### config.mk
export PLATFORM = sky130hd
export DESIGN_NAME = la_issue_gate
export DESIGN_NICKNAME = d
export VERILOG_FILES = /design/src/rtl/la_gate_pkg.sv /design/src/rtl/ltg_thread.sv /design/src/rtl/ltg_rr.sv /design/src/rtl/la_issue_gate.sv
export SDC_FILE = /design/constraint.sdc
export NUM_CORES = 1
export LEC_CHECK = 0
export BUFFER_PORTS_ARGS = -buffer_cell sky130_fd_sc_hd__buf_2
export CAP_MARGIN = 20
export CELL_PAD_IN_SITES_DETAIL_PLACEMENT = 1
export CELL_PAD_IN_SITES_GLOBAL_PLACEMENT = 2
export CORE_MARGIN = 2
export CORE_UTILIZATION = 32
export CTS_BUF_LIST = sky130_fd_sc_hd__clkbuf_8
export CTS_CLUSTER_DIAMETER = 30
export DETAILED_ROUTE_END_ITERATION = 16
export MAX_ROUTING_LAYER = met4
export PLACE_DENSITY = 0.82
export SYNTH_ARGS = -nofsm -noshare
export SYNTH_HDL_FRONTEND = slang
export SYNTH_SLANG_ARGS = --single-unit
### constraint.sdc
create_clock -name clk -period 5.26 [get_ports clk]
set_clock_uncertainty 0.15 [all_clocks]
set_input_delay 0.526 -clock clk [delete_from_list [all_inputs] [get_ports clk]]
set_output_delay 0.526 -clock clk [all_outputs]
set_load 0.03 [all_outputs]
### src/rtl/la_gate_pkg.sv
package la_gate_pkg;
    localparam int LAW    = 3;
    localparam int MAXOUT = 1 << LAW;
    localparam int OUTW   = $clog2(MAXOUT + 1);
    localparam int SEQW   = LAW + 1;

    typedef logic [LAW-1:0]  la_t;
    typedef logic [OUTW-1:0] out_t;
    typedef logic [SEQW-1:0] seq_t;

    typedef struct packed {
        out_t pend;
        la_t  cred;
        seq_t iseq;
        seq_t rseq;
    } thr_st_t;

    function automatic la_t la_min(la_t a, la_t b);
        return (a < b) ? a : b;
    endfunction
endpackage

### src/rtl/ltg_thread.sv
module ltg_thread
    import la_gate_pkg::*;
(
    input  logic clk,
    input  logic rst,
    input  logic act,
    input  logic req,
    input  la_t  la,
    input  logic grant,
    input  logic ret_hit,
    input  seq_t ret_tag,
    output logic elig,
    output seq_t tag
);
    thr_st_t st, st_n;
    logic    accept;

    assign elig   = act && req && ((st.pend == '0) || (st.cred != '0));
    assign tag    = st.iseq;
    assign accept = ret_hit && (st.pend != '0) && (ret_tag == st.rseq);

    always_comb begin
        st_n = st;
        if (grant) begin
            st_n.iseq = st.iseq + 1'b1;
            st_n.pend = st.pend + 1'b1;
            if (st.pend == '0) st_n.cred = la;
            else               st_n.cred = la_min(st.cred - 1'b1, la);
        end
        if (accept) begin
            st_n.rseq = st.rseq + 1'b1;
            st_n.pend = st_n.pend - 1'b1;
        end
    end

    always_ff @(posedge clk) begin
        if (rst) st <= '0;
        else     st <= st_n;
    end


    grant_elig_chk: assert property (@(posedge clk) disable iff (rst)
        grant |-> elig);


    no_overflow_chk: assert property (@(posedge clk) disable iff (rst)
        int'(st.pend) <= MAXOUT);


    cred_mono_chk: assert property (@(posedge clk) disable iff (rst)
        ($past(st.pend) != '0 && st.pend != '0) |-> st.cred <= $past(st.cred));


    bad_tag_chk: assert property (@(posedge clk) disable iff (rst)
        (ret_hit && ret_tag != st.rseq && !grant) |=> $stable(st.pend));
endmodule

### src/rtl/ltg_rr.sv
module ltg_rr #(
    parameter int N  = 16,
    localparam int IW = (N > 1) ? $clog2(N) : 1
) (
    input  logic          clk,
    input  logic          rst,
    input  logic [N-1:0]  elig,
    output logic [N-1:0]  gnt,
    output logic          vld,
    output logic [IW-1:0] idx
);
    logic [IW-1:0] ptr;

    always_comb begin
        vld = 1'b0;
        idx = '0;
        for (int off = 1; off <= N; off++) begin
            int k;
            k = int'(ptr) + off;
            if (k >= N) k = k - N;
            if (!vld && elig[k]) begin
                vld = 1'b1;
                idx = IW'(k);
            end
        end
        gnt = vld ? (N'(1) << idx) : '0;
    end

    always_ff @(posedge clk) begin
        if (rst)      ptr <= IW'(N - 1);
        else if (vld) ptr <= idx;
    end


    one_grant_chk: assert property (@(posedge clk) disable iff (rst)
        $onehot0(gnt));
endmodule

### src/rtl/la_issue_gate.sv
module la_issue_gate
    import la_gate_pkg::*;
#(
    parameter int NTHR = 16,
    localparam int TIDW = (NTHR > 1) ? $clog2(NTHR) : 1
) (
    input  logic                clk,
    input  logic                rst,
    input  logic [NTHR-1:0]     thr_act,
    input  logic [NTHR-1:0]     thr_req,
    input  logic [LAW*NTHR-1:0] thr_la,
    input  logic                ret_vld,
    input  logic [TIDW-1:0]     ret_tid,
    input  logic [SEQW-1:0]     ret_tag,
    output logic [NTHR-1:0]     elig,
    output logic                iss_vld,
    output logic [TIDW-1:0]     iss_tid,
    output logic [SEQW-1:0]     iss_tag
);
    logic [NTHR-1:0] gnt;
    seq_t            tag_v [NTHR];

    for (genvar g = 0; g < NTHR; g++) begin : g_thr
        ltg_thread u_thr (
            .clk     (clk),
            .rst     (rst),
            .act     (thr_act[g]),
            .req     (thr_req[g]),
            .la      (thr_la[LAW*g +: LAW]),
            .grant   (gnt[g]),
            .ret_hit (ret_vld && (ret_tid == TIDW'(g))),
            .ret_tag (ret_tag),
            .elig    (elig[g]),
            .tag     (tag_v[g])
        );
    end

    ltg_rr #(.N(NTHR)) u_rr (
        .clk  (clk),
        .rst  (rst),
        .elig (elig),
        .gnt  (gnt),
        .vld  (iss_vld),
        .idx  (iss_tid)
    );

    assign iss_tag = iss_vld ? tag_v[iss_tid] : '0;


    bubble_chk: assert property (@(posedge clk) disable iff (rst)
        !iss_vld |-> (elig == '0));
endmodule

After elaboration in Yosys (flattened, before gate mapping). Index checks and enable logic that the tools add are counted.

Logic and storage cells: 599. Output and inout port bits: 25. Bits in registers: 244. Input port bits: 91.

Eq/ne operators: 31. $lt $le $gt $ge: 49. Muxes and demuxes: 165. Bitwise gates (word level): 1. Reductions and logical operators: 175. Add/subtract/negate cells: 112. Shift operators: 1.

Operators by type and width (count): $ge 32x6->1 const B (16); $lt 32x6->1 const B (16); $mux 32 (16); $sub 32x6->32 const B (16); $add 4x1->4 const B (48); $mux 11 (16); $mux 4 (35); $mux 3 (32); $logic_and 1x1->1 (95); $logic_not 4->1 (17); $bmux 1 s4 (16); $eq 4x4->1 (16); $reduce_bool 4->1 (16); $sub 4x1->4 const B (16); $lt 3x3->1 (16); $mux 1 (48); $reduce_bool 3->1 (16); $sub 3x1->3 const B (16); $add 4x4->5 const B (8); $eq 4x4->1 const B (8); $add 4x3->5 const B (4); $bmux 4 s4 (1); $eq 4x3->1 const B (4); $logic_or 1x1->1 (16); other kinds (10) (26).

Depth between registers and ports, before layout. Gate-level depths: netlist (run 1).

Depth in word-level cells: 57. Depth in mapped cells: 25.

Modules after synthesis. A second synthesis (run 1) with hierarchy kept.

Cell total of the unflattened synthesis: 2215. Area total of the unflattened synthesis: 19093.3 sq um.

Modules (own cells, without submodules): ltg_thread (cells an instance 113, area each 980.9 sq um, instances 16, sequential area each 300.3 sq um); ltg_rr (cells an instance 331, area each 2737.6 sq um, instances 1, sequential area each 80.1 sq um); la_issue_gate (cells an instance 76, area each 660.6 sq um, instances 1, sequential area each 0.0 sq um).

Worst setup path after synthesis (run 1). OpenSTA, ideal clock, no wires.

Path kind: flip-flop to output port. Start point: register u_rr.ptr[0]. End point: output port iss_tag[1]. Cell stages (with the launch flop): 19. Path buffers: 3. Data arrival time: 5014 ps. Path slack: -430 ps. Cells stage by stage: dfxtp_1 -> inv_2 -> buf_6 -> ha_1 -> inv_1 -> clkbuf_1 -> mux4_2 -> mux2_2 -> nor4_4 -> nand2_2 -> nor3_4 -> a311o_1 -> nor2_1 -> inv_1 -> clkbuf_1 -> mux2i_1 -> mux2i_1 -> mux2i_1 -> mux2i_1.

Word-level cells in the longest chain between the ends: 57. Elaborated cells on any way between the ends: 179. Classes of those cells: add/sub (32); order compare (16); mux (100); bitwise (1); reduce/logical (30).

Ends and longest elaborated chain: start: declaration (line ltg_rr.sv:12) `logic [IW-1:0] ptr;`; start signal: assignment (line ltg_rr.sv:30) `if (rst) ptr <= IW'(N - 1);`; start signal: assignment (line ltg_rr.sv:31) `else if (vld) ptr <= idx;`; $add 4x1->5 (line ltg_rr.sv:19) `k = int'(ptr) + off;`; $sub 32x6->32 or $ge 32x6->1 (tied branches) (line ltg_rr.sv:20) `if (k >= N) k = k - N;`; $mux 32 (line ltg_rr.sv:20); $bmux 1 s4 (line ltg_rr.sv:21) `if (!vld && elig[k]) begin`; $mux 1 (implied by the code) (2 in a row) (line ltg_rr.sv:21); $mux 1 (line ltg_rr.sv:21); $logic_not 1->1 (line ltg_rr.sv:21); $logic_and 1x1->1 (line ltg_rr.sv:21); [... 40 more ...]; $logic_not 1->1 (line ltg_rr.sv:21); $logic_and 1x1->1 (line ltg_rr.sv:21); $mux 4 * (line ltg_rr.sv:21); named net iss_tid[1] (line la_issue_gate.sv:17) `output logic [TIDW-1:0] iss_tid,`; $not 4->5 (implied by the code) * (line la_issue_gate.sv:47) `assign iss_tag = iss_vld ? tag_v[iss_tid] : '0;`; $bmux 4 s4 * (line la_issue_gate.sv:47); $mux 4 (implied by the code) * (2 in a row) (line la_issue_gate.sv:47); $mux 4 * (line la_issue_gate.sv:47); end: declaration (line la_issue_gate.sv:18) `output logic [SEQW-1:0] iss_tag`.

The timed path passes the listed nets; every way through them passes the cells marked *. The select of a mux whose other input is x is not followed.

Worst setup path in the final report (run 1).
Start point: register g_thr[10].u_thr.st[11] in the netlist's numbering. End point: output port iss_tag[2].

Word-level cells in the longest chain between the ends: 57. Elaborated cells on any way between the ends: 118. Classes of those cells: mux (84); bitwise (1); reduce/logical (33).

Ends and longest elaborated chain: start: declaration (line ltg_thread.sv:15) `thr_st_t st, st_n;`; start signal: assignment (line ltg_thread.sv:38) `else st <= st_n;`; $logic_not 4->1 * (line ltg_thread.sv:18) `assign elig = act && req && ((st.pend == '0) || (st.cred != '0));`; $logic_or 1x1->1 * (line ltg_thread.sv:18); $logic_and 1x1->1 * (line ltg_thread.sv:18); $bmux 1 s4 (line ltg_rr.sv:21); $mux 1 (implied by the code) (2 in a row) (line ltg_rr.sv:21); $mux 1 (line ltg_rr.sv:21); $logic_not 1->1 (line ltg_rr.sv:21); $logic_and 1x1->1 (line ltg_rr.sv:21); [... 39 more ...]; $mux 1 (line ltg_rr.sv:21); $logic_not 1->1 (line ltg_rr.sv:21); $logic_and 1x1->1 (line ltg_rr.sv:21); $mux 4 (line ltg_rr.sv:21); $not 4->5 (implied by the code) (line la_issue_gate.sv:47); $bmux 4 s4 (line la_issue_gate.sv:47); $mux 4 (implied by the code) (2 in a row) (line la_issue_gate.sv:47); $mux 4 * (line la_issue_gate.sv:47).

Mark *: on every way between the ends. The rest lies on a longest branch, timed or not. The select of a mux whose other input is x is not followed.

==> results of run 1 <==
[worst max-delay path: stages, from the launching register on]
cell and delay, ps:
dfxtp_2 340, inv_2 50, ha_2 180, or3b_4 260
a31oi_4 200, buf_4 220, a21o_1 180, mux4_2 520
mux2_2 390, nor4_4 320, nand2_2 120, buf_6 150
nor3_4 190, a311o_1 280, nor2_4 90, buf_6 130
inv_6 90, buf_4 180, nand4_1 280, a41o_1 380
o21ai_1 130, a22o_4 200, buf_6 130
[cell usage after synthesis, types with 29 or more instances]
cell type / number
buf_2: 29
xnor2_1: 128
o21ai_0: 70
clkbuf_1: 58
nor3_1: 38
nor2_1: 236
a21oi_1: 139
mux2i_1: 80
nand2_1: 205
ha_1: 151
dfxtp_1: 244
or3_1: 33
a211oi_1: 50
nor3b_1: 36
nand3_1: 64
xor2_1: 93
nand4_1: 42
mux2_2: 29
inv_1: 145
[cell families after synthesis]
kind of cell,after synthesis,synth area share
fa+ha+maj,151,0.102
simple gates,807,0.224
mux,131,0.0848
compound gates,431,0.160
xor+xnor,222,0.105
flops,244,0.263
buf+inv,265,0.0611
[metal layers]
metal  vias to the layer above  track usage  routed length, um
met2                      1114        0.507              48500
met3                       538       0.0457               6850
met4                         0        0.159               7750
li1                       9510            -                  -
met1                     10820        0.316              36100
met5                         -            -                  0
[metrics by stage]
step                      hold slack (ps)  utilization  setup WS (ps)
after CTS                            3.71        0.492           -790
after floorplan                       282            -           5.35
final                                20.3        0.515          -1160
after global routing                 29.5        0.515          -1260
after global placement                292        0.400           -579
after detailed placement              293        0.400           -588
[how the worst min path moves through the flow]
| stage | slack (ps) | start | to |
|---|---|---|---|
| final | 20 | thr_la[30] | g_thr[10].u_thr.st[8] |
| after global routing | 30 | thr_la[30] | g_thr[10].u_thr.st[8] |
| after CTS | 4 | thr_la[30] | g_thr[10].u_thr.st[8] |
| after detailed placement | 290 | g_thr[8].u_thr.st[9] | g_thr[8].u_thr.st[9] |
| after global placement | 290 | g_thr[8].u_thr.st[9] | g_thr[8].u_thr.st[9] |
| after floorplan | 280 | g_thr[8].u_thr.st[9] | g_thr[8].u_thr.st[9] |
[sequential cells by signal, indices dropped and copies added (netlist names)]
| signal | count |
|---|---|
| g_thr.u_thr.st | 176 |
| g_thr.u_thr.tag | 64 |
| u_rr.ptr | 4 |
[cell type report]
class	count	area [um2]	share of cell area
Inverter	150	573	0.0193
Antenna cell	2	5.00	0.000169
Tap cell	765	957	0.0323
Clock inverter	46	445	0.0150
Timing Repair Buffer	783	6550	0.221
Clock buffer	93	1280	0.0432
Sequential cell	244	4900	0.165
Multi-Input combinational cell	1743	14900	0.504
[repair_timing]
action                     in CTS  in global routing
gates cloned                    4                  1
hold buffers                    4                  0
gates resized for setup       474                221
setup buffers                 190                 68
hold endpoints to repair        4                  0
setup endpoints to repair     179                183
pin swaps                     142                 90
==> results.toml, run 1 <==
[synthesis]
synth_edf_count = 0
ys_types = 97
synth_area_leaders = "dfxtp_1 26%, ha_1 10%, xnor2_1 6.0%, nor2_1 4.8%, xor2_1 4.4%"
synth.largest_area_cell = "dfxtp_1"
synthArstFlopShare = 0
syn_area_mm2 = 0.0186
synth_top_area_share = 0.263
synth-seq-cells = 244
avgSynthCellArea_um2 = 8.25
syn_inst = 2251
synth_warnings = 0
ys_seq_area_frac = 0.263
ys_dominant_reg_cell = "dfxtp_1"
syn_nets = 2493

[global_route]
grt_pass1_vias = 22799
overflow = 0
antenna_found_initial = 2
grt_use_total = 0.291
grt_pass1_wl_um = 132000
grt_max_degree = 185

[layout]
nets = 3240
final_common_cell = "buf_4"
design_area_mm2 = 0.0296
fillers = 6536
area_delta_synth_final_pct = 59.5
stdcell_count = 3826
drive_gt1_frac = 0.448
final_cell_mix = "503 x buf_4, 233 x dfxtp_1, 216 x nor2_1"

[critical_path]
crit_path_end_kind = "primary output"
startpoint = "g_thr[10].u_thr.st[11]"
r2r-end = "g_thr[13].u_thr.st[14]"
startpoint_type = "register"
cp_max_fo = 8
r2r_start = "g_thr[10].u_thr.st[11]"
endpoint = "iss_tag[2]"
cp_data_arrival_time_ps = 5750
reg2reg_depth = 29
r2r_slack_ps = -1110
crit_type = "register to primary output"
required_ps = 4580

[clock_network]
cts_sinks = 244
worstSkewPairLatency_ps = 700
clk_path_buf_depth = 3
root_buffer = "clkbuf_8"
h-tree-depth = 3
cts_tree = "built"
cts_made_buffers = 76
cts.clk_slew.worst_paths_ps = 60

[run]
cap_violations = 0

[drt]
vias = 21982
ant_nets = 0
wirelength_um = 99200
vias_per_cell = 5.75
drt-pass1-iter-count = 5
drc_errors = 0
wire_per_inst_um = 25.9
drtIter0Drc = 1431

[die]
rows = 88
dieWidth_um = 245
start_util = 0.323
dieArea_mm2 = 0.0600
coreArea_mm2 = 0.0576
die_h_um = 245
pin_count = 116

[placed_design]
place_area_mm2 = 0.0230
io_buffer_count = 115
dp_hpwl_um = 52300
placed_cells = 3456
gp_congestion = 0.984

[sta]
setup_violations = 181
fin_ws_ps = -1160
period_needed_ps = 6420
rsz0062_at_grt = "yes"
fin_crit_sh = 1.22
fin_tns_setup_ps = -84640
fmaxAchievable_ghz = 0.156
relSlewSlack = 0.151
worst_slew_pin_slew_ps = 1270
final_max_slew_viol_count = 0
hold_viol = 0

[min_path]
hp-class = "input port to register"
hold_depth = 3

[run_status]
status = "complete, but fails checks"
violations = "setup timing"
Power of run 1 is not shown: default switching activity piles up to over one toggle a cycle in this logic, so the estimate is an artifact.
==> run 2, diff against run 1 <==
Settings changed: CELL_PAD_IN_SITES_DETAIL_PLACEMENT 1 to unset, CELL_PAD_IN_SITES_GLOBAL_PLACEMENT 2 to unset, PLACE_DENSITY 0.82 to 0.58, SLEW_MARGIN set to 30.
==> run 2 against run 1 <==
The flow still finishes with violations (setup timing). Sequential share of layout area grew 1.2 points. Register-to-register slack better by 590 ps. Hold slack improved by 18 ps. Cell area fell by 6.5%. Global-route usage decreased by 8.0 points. Largest cell class unchanged.
==> results.toml, run 2 (synthesis gave the netlist of run 1 again) <==
[run_status]
status = "complete, but fails checks"
violations = "setup timing"

[drt]
drt-pass1-iter-count = 5
vias = 18965
wire_per_inst_um = 17.9
drtIter0Drc = 933
vias_per_cell = 5.17
drc_errors = 0
ant_nets = 0
wirelength_um = 65500

[layout]
fillers = 5341
final_cell_mix = "410 x buf_4, 229 x dfxtp_1, 220 x nor2_1"
largest_reg_flops = 176
drive_gt1_frac = 0.401
area_delta_synth_final_pct = 49.1
top_register = "g_thr.u_thr.st"
regArea_mm2 = 0.00490
utilization = 0.481
nets = 3090
final_common_cell = "buf_4"
multi_input_area_mm2 = 0.0145

[sta]
fin_ws_ps = -611
final_max_slew_viol_count = 0
setup_violations = 101
worst_slew_pin_slew_ps = 1010
relSlewSlack = 0.330
hold_viol = 0
period_needed_ps = 5870
fmaxAchievable_ghz = 0.170
fin_crit_sh = 1.12
rsz0062_at_grt = "yes"

[run]
cap_violations = 0

[clock_network]
root_buffer = "clkbuf_8"
cts_tree = "built"
clk_path_buf_depth = 3
cts_sinks = 244
worstSkewPairLatency_ps = 650
cts_made_buffers = 76
cts.clk_slew.worst_paths_ps = 50
h-tree-depth = 3

[critical_path]
crit_type = "register to primary output"
critPathBufInv = 6
path_cells = "inv_2, ha_1, or3b_4, a211oi_4, buf_4, a21oi_1, mux4_2, mux2i_4, buf_6, nor4_4, buf_4, nand2_8, a211oi_2, a311o_1, nor2_4, buf_12, mux2i_1, mux2i_1, mux2_2, a22o_4, buf_6"
cp_slowest_cell = "mux4_2"
crit_path_end_kind = "primary output"
crit_family = "multiplexers"
required_ps = 4580
startpoint_type = "register"
cp_data_arrival_time_ps = 5200
max_stage_delay_ps = 580
cp_max_fo = 6

[placed_design]
io_buffer_count = 115
gp_congestion = 0.952
dp_hpwl_um = 48200

[global_route]
grt_pass1_vias = 18313
antenna_found_initial = 4
grt_use_total = 0.211
grt_max_degree = 90
overflow = 0
grt_pass1_wl_um = 97400

[die]
rows = 88
coreArea_mm2 = 0.0576
start_util = 0.323
die_h_um = 245
pin_count = 116
dieWidth_um = 245
dieArea_mm2 = 0.0600

[min_path]
hp-class = "input port to register"
-- run 2: cell types whose count changed in the layout (fill, tap and decap cells not counted), moves of 7 or more --
cell and delta:
buf_12 -10, clkbuf_8 -8, nor3_2 -7, mux2i_1 +10, a21oi_2 -7, o21ai_2 -8
xnor2_2 -9, buf_8 -13, buf_6 -33, nand2_1 +7, buf_4 -93, mux2i_4 -16
xnor2_1 +10, nor3_1 +8
-- run 2: layer usage --
layer  track usage  share of wire  vias to the layer above
li1              -              -                     9215
met1         0.258           0.43                     9163
met2         0.346           0.49                      476
met3        0.0366          0.052                      111
met4        0.0793          0.029                        0
met5             -              0                        -
-- run 2: worst paths after layout --
kind,slack (ps),end,from,cells past startpoint
min,40,g_thr[3].u_thr.st[8],thr_la[9],3
max reg2reg,-520,g_thr[1].u_thr.st[14],g_thr[0].u_thr.st[11],22
max,-610,iss_tag[0],g_thr[9].u_thr.st[11],21
min reg2reg,330,g_thr[8].u_thr.st[9],g_thr[8].u_thr.st[9],2
-- run 2: what timing repair did --
item / 4_1_cts / 5_1_grt
endpoints found under the hold margin: 2 / 0
hold buffers: 2 / 0
endpoints found under the setup margin: 115 / 96
buffers inserted: 25 / 82
gates cloned: 2 / 1
pin swaps: 29 / 124
resized for setup: 137 / 382
-- run 2: worst register-to-register path: cells and delay by family, from the launching register on --
kind | cells | cell delay [ps]
AO/OA/AOI/OAI | 3 | 830
adder cells (fa/ha/maj) | 1 | 190
buffers and inverters | 9 | 1000
flip-flops | 1 | 330
multiplexers | 4 | 1460
AND/OR/NAND/NOR | 5 | 1710
-- run 2: final cells by class --
class | instances | area share
diodes | 4 | 0.000361
flip-flops and latches | 244 | 0.177
repair buffers | 633 | 0.184
clock buffers | 85 | 0.0422
multi-input cells | 1743 | 0.522
well taps | 765 | 0.0346
inverters | 150 | 0.0208
clock inverters | 46 | 0.0195
-- run 2: through the flow --
step / TNS, ps / setup WS, ps / hold slack (ps) / std cells / area [um2]
detailed placement: -15600 / -445 / 324 / 3435 / 22800
global route: -36780 / -804 / 40.9 / 3670 / 27700
finish: -21670 / -611 / 38.5 / 3670 / 27700
floorplan: 0 / 5.35 / 282 / 2251 / 18600
CTS: -2280 / -570 / 13.4 / 3595 / 25300
global placement: -11050 / -447 / 292 / 3435 / 22800
Power of run 2 is left out for the same reason.
==> run 3, diff against run 2 <==
Settings changed: MAX_ROUTING_LAYER met4 to unset.
==> run 3 against run 2 <==
The flow still finishes with violations (setup timing). Register-to-register slack got worse by 100 ps. Count of clock-buffer cells in the layout up 9. Sequential cell count is the same. Routed wire length grew 4.5%. Global-route usage rose by 0.069 points. Cell count up 2.3%. Sequential share of layout area decreased by 1.0 points. Utilization up 2.8 points.
==> results.toml, run 3 (synthesis gave the netlist of run 1 again) <==
[global_route]
use_met3 = 0.0438
grtUsageMet2 = 0.352
antenna_found_initial = 8
met1_usage = 0.261
grt_pass1_wl_um = 101000
overflow = 0
grt_max_degree = 200
grt_use_total = 0.211
grt_pass1_vias = 18988
busiest_layer = "met2"

[placed_design]
dp_hpwl_um = 47400
place_area_mm2 = 0.0229
io_buffer_count = 115
gp_congestion = 1.02
place_worst_setup_slack_ps = -398

[sta]
setup_violations = 148
fin_ws_ps = -804
fin_crit_sh = 1.15
fin_tns_setup_ps = -49880
period_needed_ps = 6060
worst_slew_pin_slew_ps = 815
hold_viol = 0
fin_hold_ws_ps = 52.9
rsz0062_at_grt = "yes"
relSlewSlack = 0.455
final_max_slew_viol_count = 0
fmaxAchievable_ghz = 0.165

[clock_network]
cts.clk_slew.worst_paths_ps = 50
worstSkewPairLatency_ps = 660
root_buffer = "clkbuf_8"
cts_made_buffers = 77
h-tree-depth = 3
cts_sinks = 244
clk_path_buf_depth = 3
cts_tree = "built"

[critical_path]
required_ps = 4580
cp_max_fo = 6
startpoint_type = "register"
crit_type = "register to primary output"
crit_path_end_kind = "primary output"
cp_data_arrival_time_ps = 5390

[die]
coreArea_mm2 = 0.0576
rows = 88
dieArea_mm2 = 0.0600
die_h_um = 245
start_util = 0.323
pin_count = 116
dieWidth_um = 245

[layout]
final_common_cell = "buf_4"
final_cell_mix = "421 x buf_4, 238 x dfxtp_1, 216 x nor2_1"
top_register = "g_thr.u_thr.st"
drive_gt1_frac = 0.438
largest_reg_flops = 176
fillers = 5063
nets = 3167
area_delta_synth_final_pct = 57.6
design_area_mm2 = 0.0293

[run]
cap_violations = 0

[drt]
ant_nets = 0
drc_errors = 0
vias = 19575
wire_per_inst_um = 18.2
drt-pass1-iter-count = 5
wirelength_um = 68500
vias_per_cell = 5.21
drtIter0Drc = 1062

[run_status]
violations = "setup timing"
status = "complete, but fails checks"

[min_path]
hp-class = "input port to register"
## run 3: cell count changes in the layout (fill, tap and decap cells not counted), moves of 10 or more
| cell | previous run | this run |
|---|---|---|
| a21oi_2 | 17 | 36 |
| buf_6 | 95 | 134 |
| buf_4 | 410 | 421 |
| xnor2_1 | 99 | 86 |
| buf_12 | 13 | 25 |
| buf_8 | 5 | 15 |
| xnor2_2 | 23 | 33 |
| a21oi_1 | 116 | 101 |
| o21ai_1 | 8 | 18 |
| o21ai_0 | 57 | 45 |
## run 3: layout make-up
| cell class | instances | area (um2) | share of cell area |
|---|---|---|---|
| Clock buffer | 94 | 1290 | 0.0442 |
| Inverter | 150 | 578 | 0.0197 |
| Timing Repair Buffer | 710 | 6080 | 0.208 |
| Multi-Input combinational cell | 1742 | 14900 | 0.509 |
| Sequential cell | 244 | 4890 | 0.167 |
| Antenna cell | 4 | 10.0 | 0.000342 |
| Tap cell | 765 | 957 | 0.0327 |
| Clock inverter | 47 | 578 | 0.0197 |
## run 3: what timing repair did
item | in CTS | in global routing
resized for setup | 251 | 459
setup buffers | 83 | 122
cloned | 3 | 1
setup endpoints to repair | 152 | 173
hold buffers | 5 | 0
pin swaps | 83 | 168
hold endpoints to repair | 5 | 0
## run 3: final timing paths
kind / endpoint / cells past startpoint / from / slack [ps]
max: iss_tag[2] / 21 / g_thr[10].u_thr.st[11] / -800
min reg2reg: g_thr[8].u_thr.st[9] / 2 / g_thr[8].u_thr.st[9] / 300
min: g_thr[10].u_thr.st[8] / 3 / thr_la[30] / 50
max reg2reg: g_thr[2].u_thr.st[12] / 32 / g_thr[10].u_thr.st[11] / -620
## run 3: per-layer routing
layer  part of all wire  vias to the layer above
met5            0.00061                        -
met4              0.041                        8
met3              0.059                      166
met2               0.48                      526
met1               0.42                     9502
li1                   -                     9373
## run 3: worst max-delay path, stage by stage, from the launching register on
cell and delay [ps]:
dfxtp_1 340, inv_1 70, ha_1 230, or3b_4 260, a31oi_4 160, mux2_4 310
mux4_2 510, buf_6 140, mux2_4 280, nor4_4 300, buf_4 200, and2_4 140
a211oi_2 60, o22a_1 260, nor2_4 190, buf_4 160, buf_16 110, mux2i_1 220
mux2i_1 100, mux2_2 300, a22o_4 260, buf_6 140
## run 3: per-stage QoR
stage,util,std cells
3_5_place_dp,0.398,3441
4_1_cts,0.462,3665
2_1_floorplan,-,2251
5_1_grt,0.509,3756
6_report,0.509,3756
3_3_place_gp,0.398,3441
Power of run 3 is left out for the same reason.
